<file path="src/rtl/oc_pkg.sv">
package oc_pkg;
  typedef enum logic [1:0] {
    OC_NORMAL = 2'b00,
    OC_CLRMAT = 2'b01,
    OC_PWM_SS = 2'b10,
    OC_PWM_DS = 2'b11
  } oc_mode_e;

  typedef enum logic [1:0] {
    OC_A_LO  = 2'b00,
    OC_A_HI  = 2'b01,
    OC_A_CLR = 2'b10,
    OC_A_RSV = 2'b11
  } oc_addr_e;
endpackage

</file>
<file path="src/rtl/oc_rst_sync.sv">
module oc_rst_sync #(
  parameter int STAGES = 2
) (
  input  logic clk,
  input  logic rst_n,
  output logic rst_sync_n
);
  logic [STAGES-1:0] sh_q;

  always_ff @(posedge clk or negedge rst_n) begin
    if (!rst_n) sh_q <= '0;
    else        sh_q <= {sh_q[STAGES-2:0], 1'b1};
  end

  assign rst_sync_n = sh_q[STAGES-1];
endmodule

</file>
<file path="src/rtl/oc_bus_port.sv">
module oc_bus_port
  import oc_pkg::*;
#(
  parameter int BW = 8,
  localparam int DW = 2 * BW
) (
  input  logic          clk,
  input  logic          rst_n,
  input  logic          wr_en,
  input  logic [1:0]    wr_addr,
  input  logic [BW-1:0] wr_data,
  output logic          commit,
  output logic [DW-1:0] commit_val,
  output logic          flag_clr
);
  logic [BW-1:0] hi_q, hi_d;
  logic          hi_en;

  always_comb begin
    hi_en = wr_en && (wr_addr == OC_A_HI);
    hi_d  = hi_en ? wr_data : hi_q;
  end

  always_ff @(posedge clk or negedge rst_n) begin
    if (!rst_n) hi_q <= '0;
    else        hi_q <= hi_d;
  end

  assign commit     = wr_en && (wr_addr == OC_A_LO);
  assign commit_val = {hi_q, wr_data};
  assign flag_clr   = wr_en && (wr_addr == OC_A_CLR) && wr_data[0];
endmodule

</file>
<file path="src/rtl/oc_value_regs.sv">
module oc_value_regs
  import oc_pkg::*;
#(
  parameter int DW = 16
) (
  input  logic          clk,
  input  logic          rst_n,
  input  logic [1:0]    mode,
  input  logic          tick,
  input  logic          at_top,
  input  logic          at_bottom,
  input  logic          commit,
  input  logic [DW-1:0] commit_val,
  output logic [DW-1:0] active_val
);
  logic [DW-1:0] act_q, act_d;
  logic [DW-1:0] shd_q, shd_d;
  logic          buffered, upd_pt, load;

  always_comb begin
    buffered = mode[1];
    upd_pt   = (mode == OC_PWM_DS) ? at_bottom : at_top;
    load     = buffered && tick && upd_pt;

    shd_d = commit ? commit_val : shd_q;

    act_d = act_q;
    if (!buffered && commit) act_d = commit_val;
    else if (load)           act_d = shd_q;
  end

  always_ff @(posedge clk or negedge rst_n) begin
    if (!rst_n) begin
      act_q <= '0;
      shd_q <= '0;
    end else begin
      act_q <= act_d;
      shd_q <= shd_d;
    end
  end

  assign active_val = act_q;
endmodule

</file>
<file path="src/rtl/oc_match_flag.sv">
module oc_match_flag #(
  parameter int DW = 16
) (
  input  logic          clk,
  input  logic          rst_n,
  input  logic [DW-1:0] cnt,
  input  logic [DW-1:0] active_val,
  input  logic          tick,
  input  logic          ack,
  input  logic          sw_clr,
  input  logic          irq_en,
  output logic          match,
  output logic          flag,
  output logic          irq
);
  logic flg_q, flg_d;
  logic set_c, clr_c;

  always_comb begin
    match = (cnt == active_val);
    set_c = tick && match;
    clr_c = ack || sw_clr;
    flg_d = flg_q;
    if (set_c)      flg_d = 1'b1;
    else if (clr_c) flg_d = 1'b0;
  end

  always_ff @(posedge clk or negedge rst_n) begin
    if (!rst_n) flg_q <= 1'b0;
    else        flg_q <= flg_d;
  end

  assign flag = flg_q;
  assign irq  = flg_q && irq_en;
endmodule

</file>
<file path="src/rtl/oc_channel.sv">
module oc_channel
  import oc_pkg::*;
#(
  parameter int BW = 8,
  localparam int DW = 2 * BW
) (
  input  logic          clk,
  input  logic          rst_n,
  input  logic          tick,
  input  logic [DW-1:0] cnt,
  input  logic          at_top,
  input  logic          at_bottom,
  input  logic [1:0]    mode,
  input  logic          irq_en,
  input  logic          irq_ack,
  input  logic          wr_en,
  input  logic [1:0]    wr_addr,
  input  logic [BW-1:0] wr_data,
  output logic [DW-1:0] top_val,
  output logic          match,
  output logic          flag,
  output logic          irq
);
  logic          rst_i_n;
  logic          commit, flag_clr;
  logic [DW-1:0] commit_val;

  oc_rst_sync #(.STAGES(2)) u_rst (
    .clk(clk), .rst_n(rst_n), .rst_sync_n(rst_i_n)
  );

  oc_bus_port #(.BW(BW)) u_bus (
    .clk(clk), .rst_n(rst_i_n), .wr_en(wr_en), .wr_addr(wr_addr),
    .wr_data(wr_data), .commit(commit), .commit_val(commit_val),
    .flag_clr(flag_clr)
  );

  oc_value_regs #(.DW(DW)) u_regs (
    .clk(clk), .rst_n(rst_i_n), .mode(mode), .tick(tick),
    .at_top(at_top), .at_bottom(at_bottom), .commit(commit),
    .commit_val(commit_val), .active_val(top_val)
  );

  oc_match_flag #(.DW(DW)) u_flag (
    .clk(clk), .rst_n(rst_i_n), .cnt(cnt), .active_val(top_val),
    .tick(tick), .ack(irq_ack), .sw_clr(flag_clr), .irq_en(irq_en),
    .match(match), .flag(flag), .irq(irq)
  );
endmodule

</file>
<file path="config.mk">
export PLATFORM = sky130hd
export DESIGN_NAME = oc_channel
export DESIGN_NICKNAME = d
export VERILOG_FILES = /design/src/rtl/oc_pkg.sv /design/src/rtl/oc_rst_sync.sv /design/src/rtl/oc_bus_port.sv /design/src/rtl/oc_value_regs.sv /design/src/rtl/oc_match_flag.sv /design/src/rtl/oc_channel.sv
export SDC_FILE = /design/constraint.sdc
export NUM_CORES = 1
export LEC_CHECK = 0
export ABC_AREA = 1
export ABC_CLOCK_PERIOD_IN_PS = 1300
export CAP_MARGIN = 30
export CORE_ASPECT_RATIO = 0.8
export CORE_UTILIZATION = 43
export DETAILED_ROUTE_END_ITERATION = 8
export GPL_TIMING_DRIVEN = 0
export PLACE_DENSITY = 0.76
export SLEW_MARGIN = 20
export SYNTH_ARGS = -nofsm -noshare
export SYNTH_HDL_FRONTEND = slang
export SYNTH_HIERARCHICAL = 1
export SYNTH_SLANG_ARGS = --single-unit
export TNS_END_PERCENT = 100
</file>
<file path="constraint.sdc">
create_clock -name clk -period 1.3 [get_ports clk]
set_input_delay 0.26 -clock clk [delete_from_list [all_inputs] [get_ports clk]]
set_output_delay 0.26 -clock clk [all_outputs]
set_load 0.05 [all_outputs]
</file>
==> metrics.txt, run 1 <==
instance area after placement 3050 um2; diode count 0; Syn Nets approximately 350; Worst Hold Class in2async; final WL approximately 5500 um; clock-pin slew on the worst setup and hold paths about 80 ps; crit path DAT 1470 ps; layout cell share with drive strength beyond 1 0.264; wire per inst between 10 and 15 um; Clock Root Buffer clkbuf_8; Seq/Total Area, Yosys 0.453; failing checks negative setup slack; Final ANT Viol Nets 0; Hold WS 117 ps; crit path cell chain clkdlybuf4s50_1, nand2_1, inv_1, nor2_1, nor2_1, nand2_1, nor2_2, and2_4, buf_8; Warnings, synthesis 6; initial DRC count ~140; Synth Area per Inst roughly 7.5 um2; via count 2134; worst r2r src u_regs/active_val[0]; H-tree levels 2; clock sinks 43; worst skew pair latency around 300 ps; drt pass-1 iters 7; worst path required time approximately 1000 ps; FFs w/ async S/R, synth 1.00; Worst Tran Pin Value between 500 and 600 ps; clock buffer count from CTS 5; Die Span Y roughly 68 um; Starting Density 0.461; Slew HR 0.655; fillers about 450; PwrDens ~1500 nW/um2; Vias per Instance roughly 4.7; Final WS setup -431 ps; GPL Wtd Cong 0.785; CP Max Fanout 2; Post-synth top cells 114 x nand2_1, 43 x dfrtp_1, 35 x inv_1; Synth area leader dfrtp_1; DRC 0; R2R Path End u_flag/flag; final period utilization 1.33; Setup crit end kind output port; # IOs 55; nature of the critical path startpoint input pin; clock skew around 4.7 ps; GRT Overall Usage 0.202; row cnt 23; Reg area between 1000 and 1500 um2; first-pass GRT wire length slightly below 9000 um; total gr overflow 0; top-area cell type share of the netlist area 0.453; register-to-register setup slack roughly 250 ps; CP Class in2out; vias in the first global route roughly 1900; Final Instance Area around 3300 um2; status finished with violations; port bufs 54; fin crit period roughly 1700 ps; number of synthesized register bits between 40 and 50; Synth area leaders dfrtp_1 45%, nand2_1 18%, inv_1 5.5%; dominant cell by count in the synthesized netlist nand2_1; Layout area overhead 37.1%; synthesized area approximately 2400 um2; Reg2Reg Depth 8; clock buffer depth 2; Synth Flop Type dfrtp_1; Synth Instances between 300 and 400; maxcap violations 0; CP max stage delay 490 ps; Final setup viols 2; slowest stage cell on the critical path clkdlybuf4s50_1; largest net degree at the start of global routing 23; CTS tree built; f_max about 580 MHz; Multi-input gate area slightly above 1000 um2; Final Hold Viols 0; RSZ-0062 raised after global routing true; Worst VDD drop roughly 0.67 mV; Lkg Pwr about 1.8 nW; Layout Nets approximately 430; core area between 5000 and 6000 um2; EDFF count, synth 0; distinct cell type count after synthesis 22; initial antenna violation count 0; die area just under 6000 um2; hold_buf cts 0; Pins Over Slew Limit 0; DP HPWL between 4000 and 5000 um; die span in x 85.1 um
-- final cells by class --
cell class              count  share of cell area
clock buffers               6              0.0223
well taps                  62              0.0238
clock inverters             2              0.0184
multi-input cells         213               0.310
inverters                  38              0.0445
plain buffers              20              0.0530
flip-flops and latches     43               0.337
repair buffers             68               0.191
-- layout by cell type, fill, tap and decap left out, types with 13 or more instances in the layout --
cell,count
clkdlybuf4s50_1,25
buf_6,13
dfrtp_1,26
buf_2,16
inv_1,34
nand2_1,113
buf_4,20
dfrtp_2,17
nand3_1,25
nor2_1,27
-- power by group --
part           total (mW)  switching, mW  internal (mW)
sequential           1.86          0.222           1.64
clock                1.21          0.441          0.767
combinational        1.70           1.03          0.669
total                4.76           1.69           3.07
-- through the flow --
step	utilization	cells	worst slack [ps]	TNS, ps	total power [mW]
4_1_cts	0.617	448	-419	-419	4.70
2_1_floorplan	-	315	-132	-1330	2.93
3_5_place_dp	0.591	432	-1130	-19370	3.51
5_1_grt	0.632	452	-532	-557	5.05
3_3_place_gp	0.586	431	-1080	-37840	3.45
6_report	0.632	452	-431	-432	4.76
-- state kept, by name (all words and copies together) (netlist names) --
name and cells:
u_regs/shd_q 16, u_flag/flag 1, u_bus/hi_q 8, u_rst/sh_q 2
u_regs/active_val 16
-- layer usage --
layer | share of wire | routed length [um] | vias to the layer above | GRT usage
li1 | - | - | 1104 | -
met3 | 0.065 | 358 | 6 | 0.0507
met1 | 0.47 | 2610 | 955 | 0.272
met5 | 0 | 0 | - | 0
met2 | 0.45 | 2470 | 69 | 0.323
met4 | 0.013 | 71 | 0 | 0.0699
-- worst max path at each step --
stage                     startpoint     to  cells past startpoint
4_1_cts         u_regs/active_val[3]  match                      6
3_3_place_gp                  cnt[8]  match                      9
5_1_grt                       cnt[0]  match                      9
2_1_floorplan  u_regs/active_val[10]  match                      7
3_5_place_dp                 cnt[10]  match                      9
6_report                      cnt[0]  match                      9
-- critical path, delay by kind of cell --
kind | cells | cell delay [ps]
simple gates | 6 | 520
buf+inv | 3 | 690
-- repair_timing --
action / in CTS / in global routing
resized for setup: 118 / 18
endpoints found under the setup margin: 51 / 21
buffers inserted: 9 / 5
pin swaps: 17 / 12
-- cells by family (layout without fill, tap and decap cells) --
family                 Yosys count  count (layout)  share of synthesized area
flip-flops                      43              43                      0.453
AO/OA/AOI/OAI                   16              16                     0.0337
buffers and inverters           59             134                      0.132
AND/OR/NAND/NOR                187             187                      0.339
multiplexers                     8               8                     0.0379
other                            1               1                    0.00158
XOR/XNOR                         1               1                    0.00369
(Power assumes the default switching activity.)
==> run 2, diff against run 1 <==
--- a/config.mk
+++ b/config.mk
@@ -6,13 +6,14 @@
 export NUM_CORES = 1
 export LEC_CHECK = 0
 export ABC_AREA = 1
-export ABC_CLOCK_PERIOD_IN_PS = 1300
+export ABC_CLOCK_PERIOD_IN_PS = 1620
 export CAP_MARGIN = 30
 export CORE_ASPECT_RATIO = 0.8
 export CORE_UTILIZATION = 43
+export CTS_BUF_LIST = sky130_fd_sc_hd__clkbuf_8
 export DETAILED_ROUTE_END_ITERATION = 8
 export GPL_TIMING_DRIVEN = 0
-export PLACE_DENSITY = 0.76
+export PLACE_DENSITY = 0.73
 export SLEW_MARGIN = 20
 export SYNTH_ARGS = -nofsm -noshare
 export SYNTH_HDL_FRONTEND = slang
==> constraint.sdc (replaced) <==
create_clock -name clk -period 1.62 [get_ports clk]
set_input_delay 0.324 -clock clk [delete_from_list [all_inputs] [get_ports clk]]
set_output_delay 0.324 -clock clk [all_outputs]
set_load 0.05 [all_outputs]
==> run 2 against run 1 <==
Compared with the run above:
- the flow still finishes with violations (negative setup slack)
- design area is 1.5% higher
- non-clock buffer count rose by 6
- highest routed layer unchanged
- routed wire length shrank 0.75%
- count of clock-buffer cells in the layout down 1
- largest power group unchanged
- clock skew about the same
- core utilization rose by 0.92 points
==> metrics.txt, run 2 (synthesis results as in run 1) <==
first-pass GRT wire length 8690 um (-2.2%); wire per inst 11.9 um (-2.0%); # IOs 55 (unchanged); largest net degree at the start of global routing 26 (+13%); clock buffer depth 2 (unchanged); clock skew 5.10 ps (+0.389 ps); Final setup viols 2 (unchanged); PwrDens 1090 nW/um2 (-25%); failing checks negative setup slack; CP Class reg2out; die area 5830 um2 (unchanged); H-tree levels 2 (unchanged); f_max between 500 and 600 MHz; vias in the first global route 1868 (-1.3%); Layout area overhead 39.1%; clock buffer count from CTS 5 (unchanged); GPL Wtd Cong 0.771 (-1.7%); status finished with violations; worst r2r src u_regs/active_val[1]; worst path required time 1300 ps (+260 ps); commonest non-fill, non-tap cell in the layout nand2_1; worst skew pair latency 300 ps (about the same); layout cell share with drive strength beyond 1 0.247 (-0.0166); core area 5150 um2 (unchanged); port bufs 54 (unchanged); clock sinks 43 (unchanged); Final WS setup -200 ps (+231 ps); Worst VDD drop 0.582 mV (-13%); Hold WS 174 ps (+56.6 ps); DP HPWL 4000 um (-0.27%); Die Span Y 68.5 um (unchanged); Final Instance Area 3310 um2 (+1.5%); RSZ-0062 raised after global routing true; final WL 5460 um (-0.75%); initial DRC count 109 (-20%); nature of the critical path startpoint register; fin crit period 1820 ps; DRC 0 (unchanged); total gr overflow 0 (unchanged); Setup crit start u_regs/active_val[9]; final period utilization 1.12; Layout Nets 431 (+1.4%); CTS tree built; die span in x 85.1 um (unchanged); instance area after placement 3040 um2 (-0.29%); drt pass-1 iters 4 (-3); Util after Layout 0.642 (+0.00923); Setup TNS -202 ps (+230 ps); Pwr Total 3.62 mW (-24%); GRT Overall Usage 0.197 (-0.00490); Lkg Pwr 1.84 nW (+3.6%); Pins Over Slew Limit 0 (unchanged); clock-pin slew on the worst setup and hold paths 80 ps (about the same); Worst Hold Class in2async; CP Max Fanout 4 (+2); Starting Density 0.461 (unchanged); register-to-register setup slack 0 ps (-250 ps); Final Hold Viols 0 (unchanged); Vias per Instance 4.71 (-0.34%); Clock Root Buffer clkbuf_8; Setup crit end kind output port; most frequent cells in the layout 112 x nand2_1, 35 x inv_1, 27 x buf_4, 27 x nor2_1, 26 x dfrtp_1; fillers 487 (+8.5%); Final ANT Viol Nets 0 (unchanged); maxcap violations 0 (unchanged); initial antenna violation count 0 (unchanged); row cnt 23 (unchanged); diode count 0 (unchanged); via count 2155 (+0.98%); crit path DAT 1500 ps (+30 ps)
-- run 2: cell count changes in the layout (fill, tap and decap cells not counted), sizes merged, moves of 4 or more --
cell	before	now
clkdlybuf4s50	25	19
dlymetal6s2s	2	6
dlygate4sd2	7	25
buf	53	41
-- run 2: cell type report --
| type | count | area (um2) | share of cell area |
|---|---|---|---|
| Inverter | 38 | 143 | 0.0431 |
| Clock buffer | 5 | 68.8 | 0.0208 |
| Timing Repair Buffer | 73 | 671 | 0.203 |
| Sequential cell | 43 | 1100 | 0.332 |
| Tap cell | 62 | 77.6 | 0.0235 |
| Buffer | 21 | 180 | 0.0545 |
| Multi-Input combinational cell | 213 | 1030 | 0.311 |
| Clock inverter | 3 | 41.3 | 0.0125 |
-- run 2: through the flow --
| step | worst slack [ps] | std cells |
|---|---|---|
| after global placement | -882 | 431 |
| after global routing | -273 | 458 |
| after detailed placement | -899 | 432 |
| after CTS | -206 | 444 |
| after floorplan | 67.5 | 315 |
| final | -200 | 458 |
-- run 2: layer usage --
metal	track usage	vias to the layer above	wire [um]
met5	0	-	0
met4	0.0699	0	68
met3	0.0398	7	306
met2	0.317	62	2400
met1	0.269	969	2690
li1	-	1117	-
-- run 2: power by group --
| group | switching (mW) | internal [mW] | leakage (nW) |
|---|---|---|---|
| sequential | 0.179 | 1.31 | 0.502 |
| combinational | 0.812 | 0.491 | 1.28 |
| clock | 0.367 | 0.454 | 0.0556 |
-- run 2: final timing paths --
path / endpoint / depth (start not counted)
hold reg to reg: u_regs/shd_q[0] / 0
hold / removal: u_rst/sh_q[0] / 1
setup / recovery: match / 7
min in group clk: u_rst/sh_q[1] / 0
max in group asynchronous: u_regs/active_val[9] / 1
setup reg to reg: u_flag/flag / 13
-- run 2: what timing repair did --
item,4_1_cts,5_1_grt
gates cloned,0,2
setup endpoints to repair,19,24
pin swaps,14,17
hold buffers,0,0
buffers inserted,4,12
resized for setup,40,25
endpoints found under the hold margin,0,0
-- run 2: worst max-delay path, stage by stage, from the launching register on --
cell     delay (ps)
dfrtp_2         430
nor2_1          100
nor2_1           60
nor2_2           90
nand2_1          80
nor2_2          140
and2_4          160
buf_8           140
==> run 3, diff against run 2 <==
--- a/config.mk
+++ b/config.mk
@@ -12,7 +12,6 @@
 export CORE_UTILIZATION = 43
 export CTS_BUF_LIST = sky130_fd_sc_hd__clkbuf_8
 export DETAILED_ROUTE_END_ITERATION = 8
-export GPL_TIMING_DRIVEN = 0
 export PLACE_DENSITY = 0.73
 export SLEW_MARGIN = 20
 export SYNTH_ARGS = -nofsm -noshare
==> run 3 against run 2 <==
Compared with the run above:
- the flow still finishes with violations (negative setup slack)
- clock skew grew 1.5 ps
- via count rose by 1.2%
- clock power rose by 5.4%
- routed wire length grew 1.9%
- core utilization is 1.4 points lower
- first-iteration DRC count is 2.8% higher
- hold slack gained 9.8 ps
- final cell count down 2.2%
- setup slack worse by 13 ps
- flip-flop and latch count unchanged
- largest cell class unchanged
==> metrics.txt, run 3 (synthesis results as in run 1) <==
status finished with violations; failing checks negative setup slack; Setup crit end kind output port; diode count 0 (unchanged); Pwr Total 3.79 mW (+4.6%); Final Hold Viols 0 (unchanged); Hold WS 184 ps (+9.85 ps); RSZ-0062 raised after global routing true; clock sinks 43 (unchanged); Worst Hold Class in2async; clock buffer count from CTS 5 (unchanged); worst path required time 1300 ps (about the same); Final Instance Area 3230 um2 (-2.2%); clock-pin slew on the worst setup and hold paths 70 ps (about the same); hold_buf cts 0 (unchanged); worst skew pair latency 300 ps (about the same); total gr overflow 0 (unchanged); wire per inst 12.4 um (+4.2%); fin crit period 1830 ps (+13.4 ps); uppermost routed layer met4; DP HPWL 3900 um (-2.5%); internal power 2.40 mW (+6.4%); CP Class in2out; Die Span Y 68.5 um (unchanged); P_sw 1.38 mW (+1.8%); Layout Nets 421 (-2.3%); Final WS setup -213 ps (-13.4 ps); Clk pwr share 0.229 (+0.002); crit path DAT 1510 ps (about the same); die area 5830 um2 (unchanged); Slew HR 0.653; initial antenna violation count 0 (unchanged); Layout area overhead 36.1%; DRC 0 (unchanged); GRT Overall Usage 0.215 (+0.0177); layout cell share with drive strength beyond 1 0.254 (+0.00641); Final setup viols 1 (-1); most frequent cells in the layout 114 x nand2_1, 41 x buf_4, 35 x inv_1, 27 x dfrtp_1, 26 x nor2_1; vias in the first global route 2049 (+9.7%); H-tree levels 2 (unchanged); Sw Share 0.365 (-0.0104); final WL 5570 um (+1.9%); Starting Density 0.461 (unchanged); met3 WL post-DR 327 um (+6.9%); port bufs 54 (unchanged); clock buffer depth 2 (unchanged); Vias per Instance 4.87 (+3.4%); Final ANT Viol Nets 0 (unchanged); GPL Wtd Cong 0.852 (+10%); maxcap violations 0 (unchanged); final non-filler cell total 448 (-2.2%); die span in x 85.1 um (unchanged); nature of the critical path startpoint input pin; instance area after placement 3000 um2 (-1.2%); core area 5150 um2 (unchanged); WL met1 2730 um (+1.3%); WL met2 2430 um (+1.4%); Pins Over Slew Limit 0 (unchanged); Comb pwr share 0.377 (+0.017); CTS tree built; Worst Tran Pin Value approximately 520 ps; Worst VDD drop 0.546 mV (-6.3%); drt pass-1 iters 4 (unchanged); clock skew 6.59 ps (+1.49 ps); PwrDens 1170 nW/um2 (+7.0%); Util after Layout 0.628 (-0.0138); f_max 545 MHz (-0.73%); largest net degree at the start of global routing 42 (+62%); Clock Root Buffer clkbuf_8; Lkg Pwr 1.76 nW (-4.2%); row cnt 23 (unchanged); via count 2180 (+1.2%); # IOs 55 (unchanged); commonest non-fill, non-tap cell in the layout nand2_1; register share of total power 0.394 (-0.019); initial DRC count 112 (+2.8%); CP Max Fanout 2 (-2); Placed Instances 425 (-1.6%); final period utilization 1.13 (+0.00828); first-pass GRT wire length 9540 um (+9.7%)
-- run 3: what timing repair did --
action,4_1_cts,5_1_grt
buffers inserted,11,4
endpoints found under the setup margin,1,5
gates resized for setup,15,6
pin swaps,17,11
-- run 3: through the flow --
stage / setup WS, ps / setup TNS (ps)
after CTS: -185 / -185
final: -213 / -213
after global routing: -300 / -350
after global placement: -263 / -3530
after detailed placement: -281 / -4530
after floorplan: 67.5 / 0
-- run 3: path summary, 6_finish.rpt --
check | start | end | slack, ps | depth (start not counted)
max | cnt[13] | match | -210 | 9
min | rst_n | u_rst/sh_q[1] | 180 | 1
max reg2reg | u_regs/active_val[1] | u_flag/flag | 60 | 12
min reg2reg | u_rst/sh_q[1] | u_regs/shd_q[4] | 310 | 1
max in group asynchronous | u_rst/sh_q[1] | u_regs/active_val[11] | 930 | 1
min in group clk | u_rst/sh_q[0] | u_rst/sh_q[1] | 360 | 0
-- run 3: cell type report --
type | instances | area (um2)
Multi-Input combinational cell | 213 | 1000
Tap cell | 62 | 77.6
Fill cell | 455 | 1920
Sequential cell | 43 | 1100
Timing Repair Buffer | 84 | 796
Inverter | 38 | 143
Clock buffer | 6 | 82.6
Clock inverter | 2 | 35.0
-- run 3: worst max-delay path: stages --
cell and delay [ps]:
clkdlybuf4s50_1 480, nand2_1 50, inv_1 40, nor2_1 40, nor2_1 90, nand2_1 70, nor2_2 120, and2_4 160
buf_12 130
-- run 3: metal layers --
| layer | GRT usage | vias up |
|---|---|---|
| met4 | 0.0678 | 0 |
| met2 | 0.326 | 68 |
| li1 | - | 1101 |
| met5 | 0 | - |
| met1 | 0.309 | 1003 |
| met3 | 0.0470 | 8 |
-- run 3: power by group through the flow --
stage	Clock [mW]	Sequential (mW)	Combinational [mW]
after detailed placement	0	1.53	1.31
after global placement	0	1.52	1.29
after global routing	0.938	1.53	1.57
after CTS	0.880	1.50	1.36
final	0.865	1.49	1.43
after floorplan	0	1.86	0.490
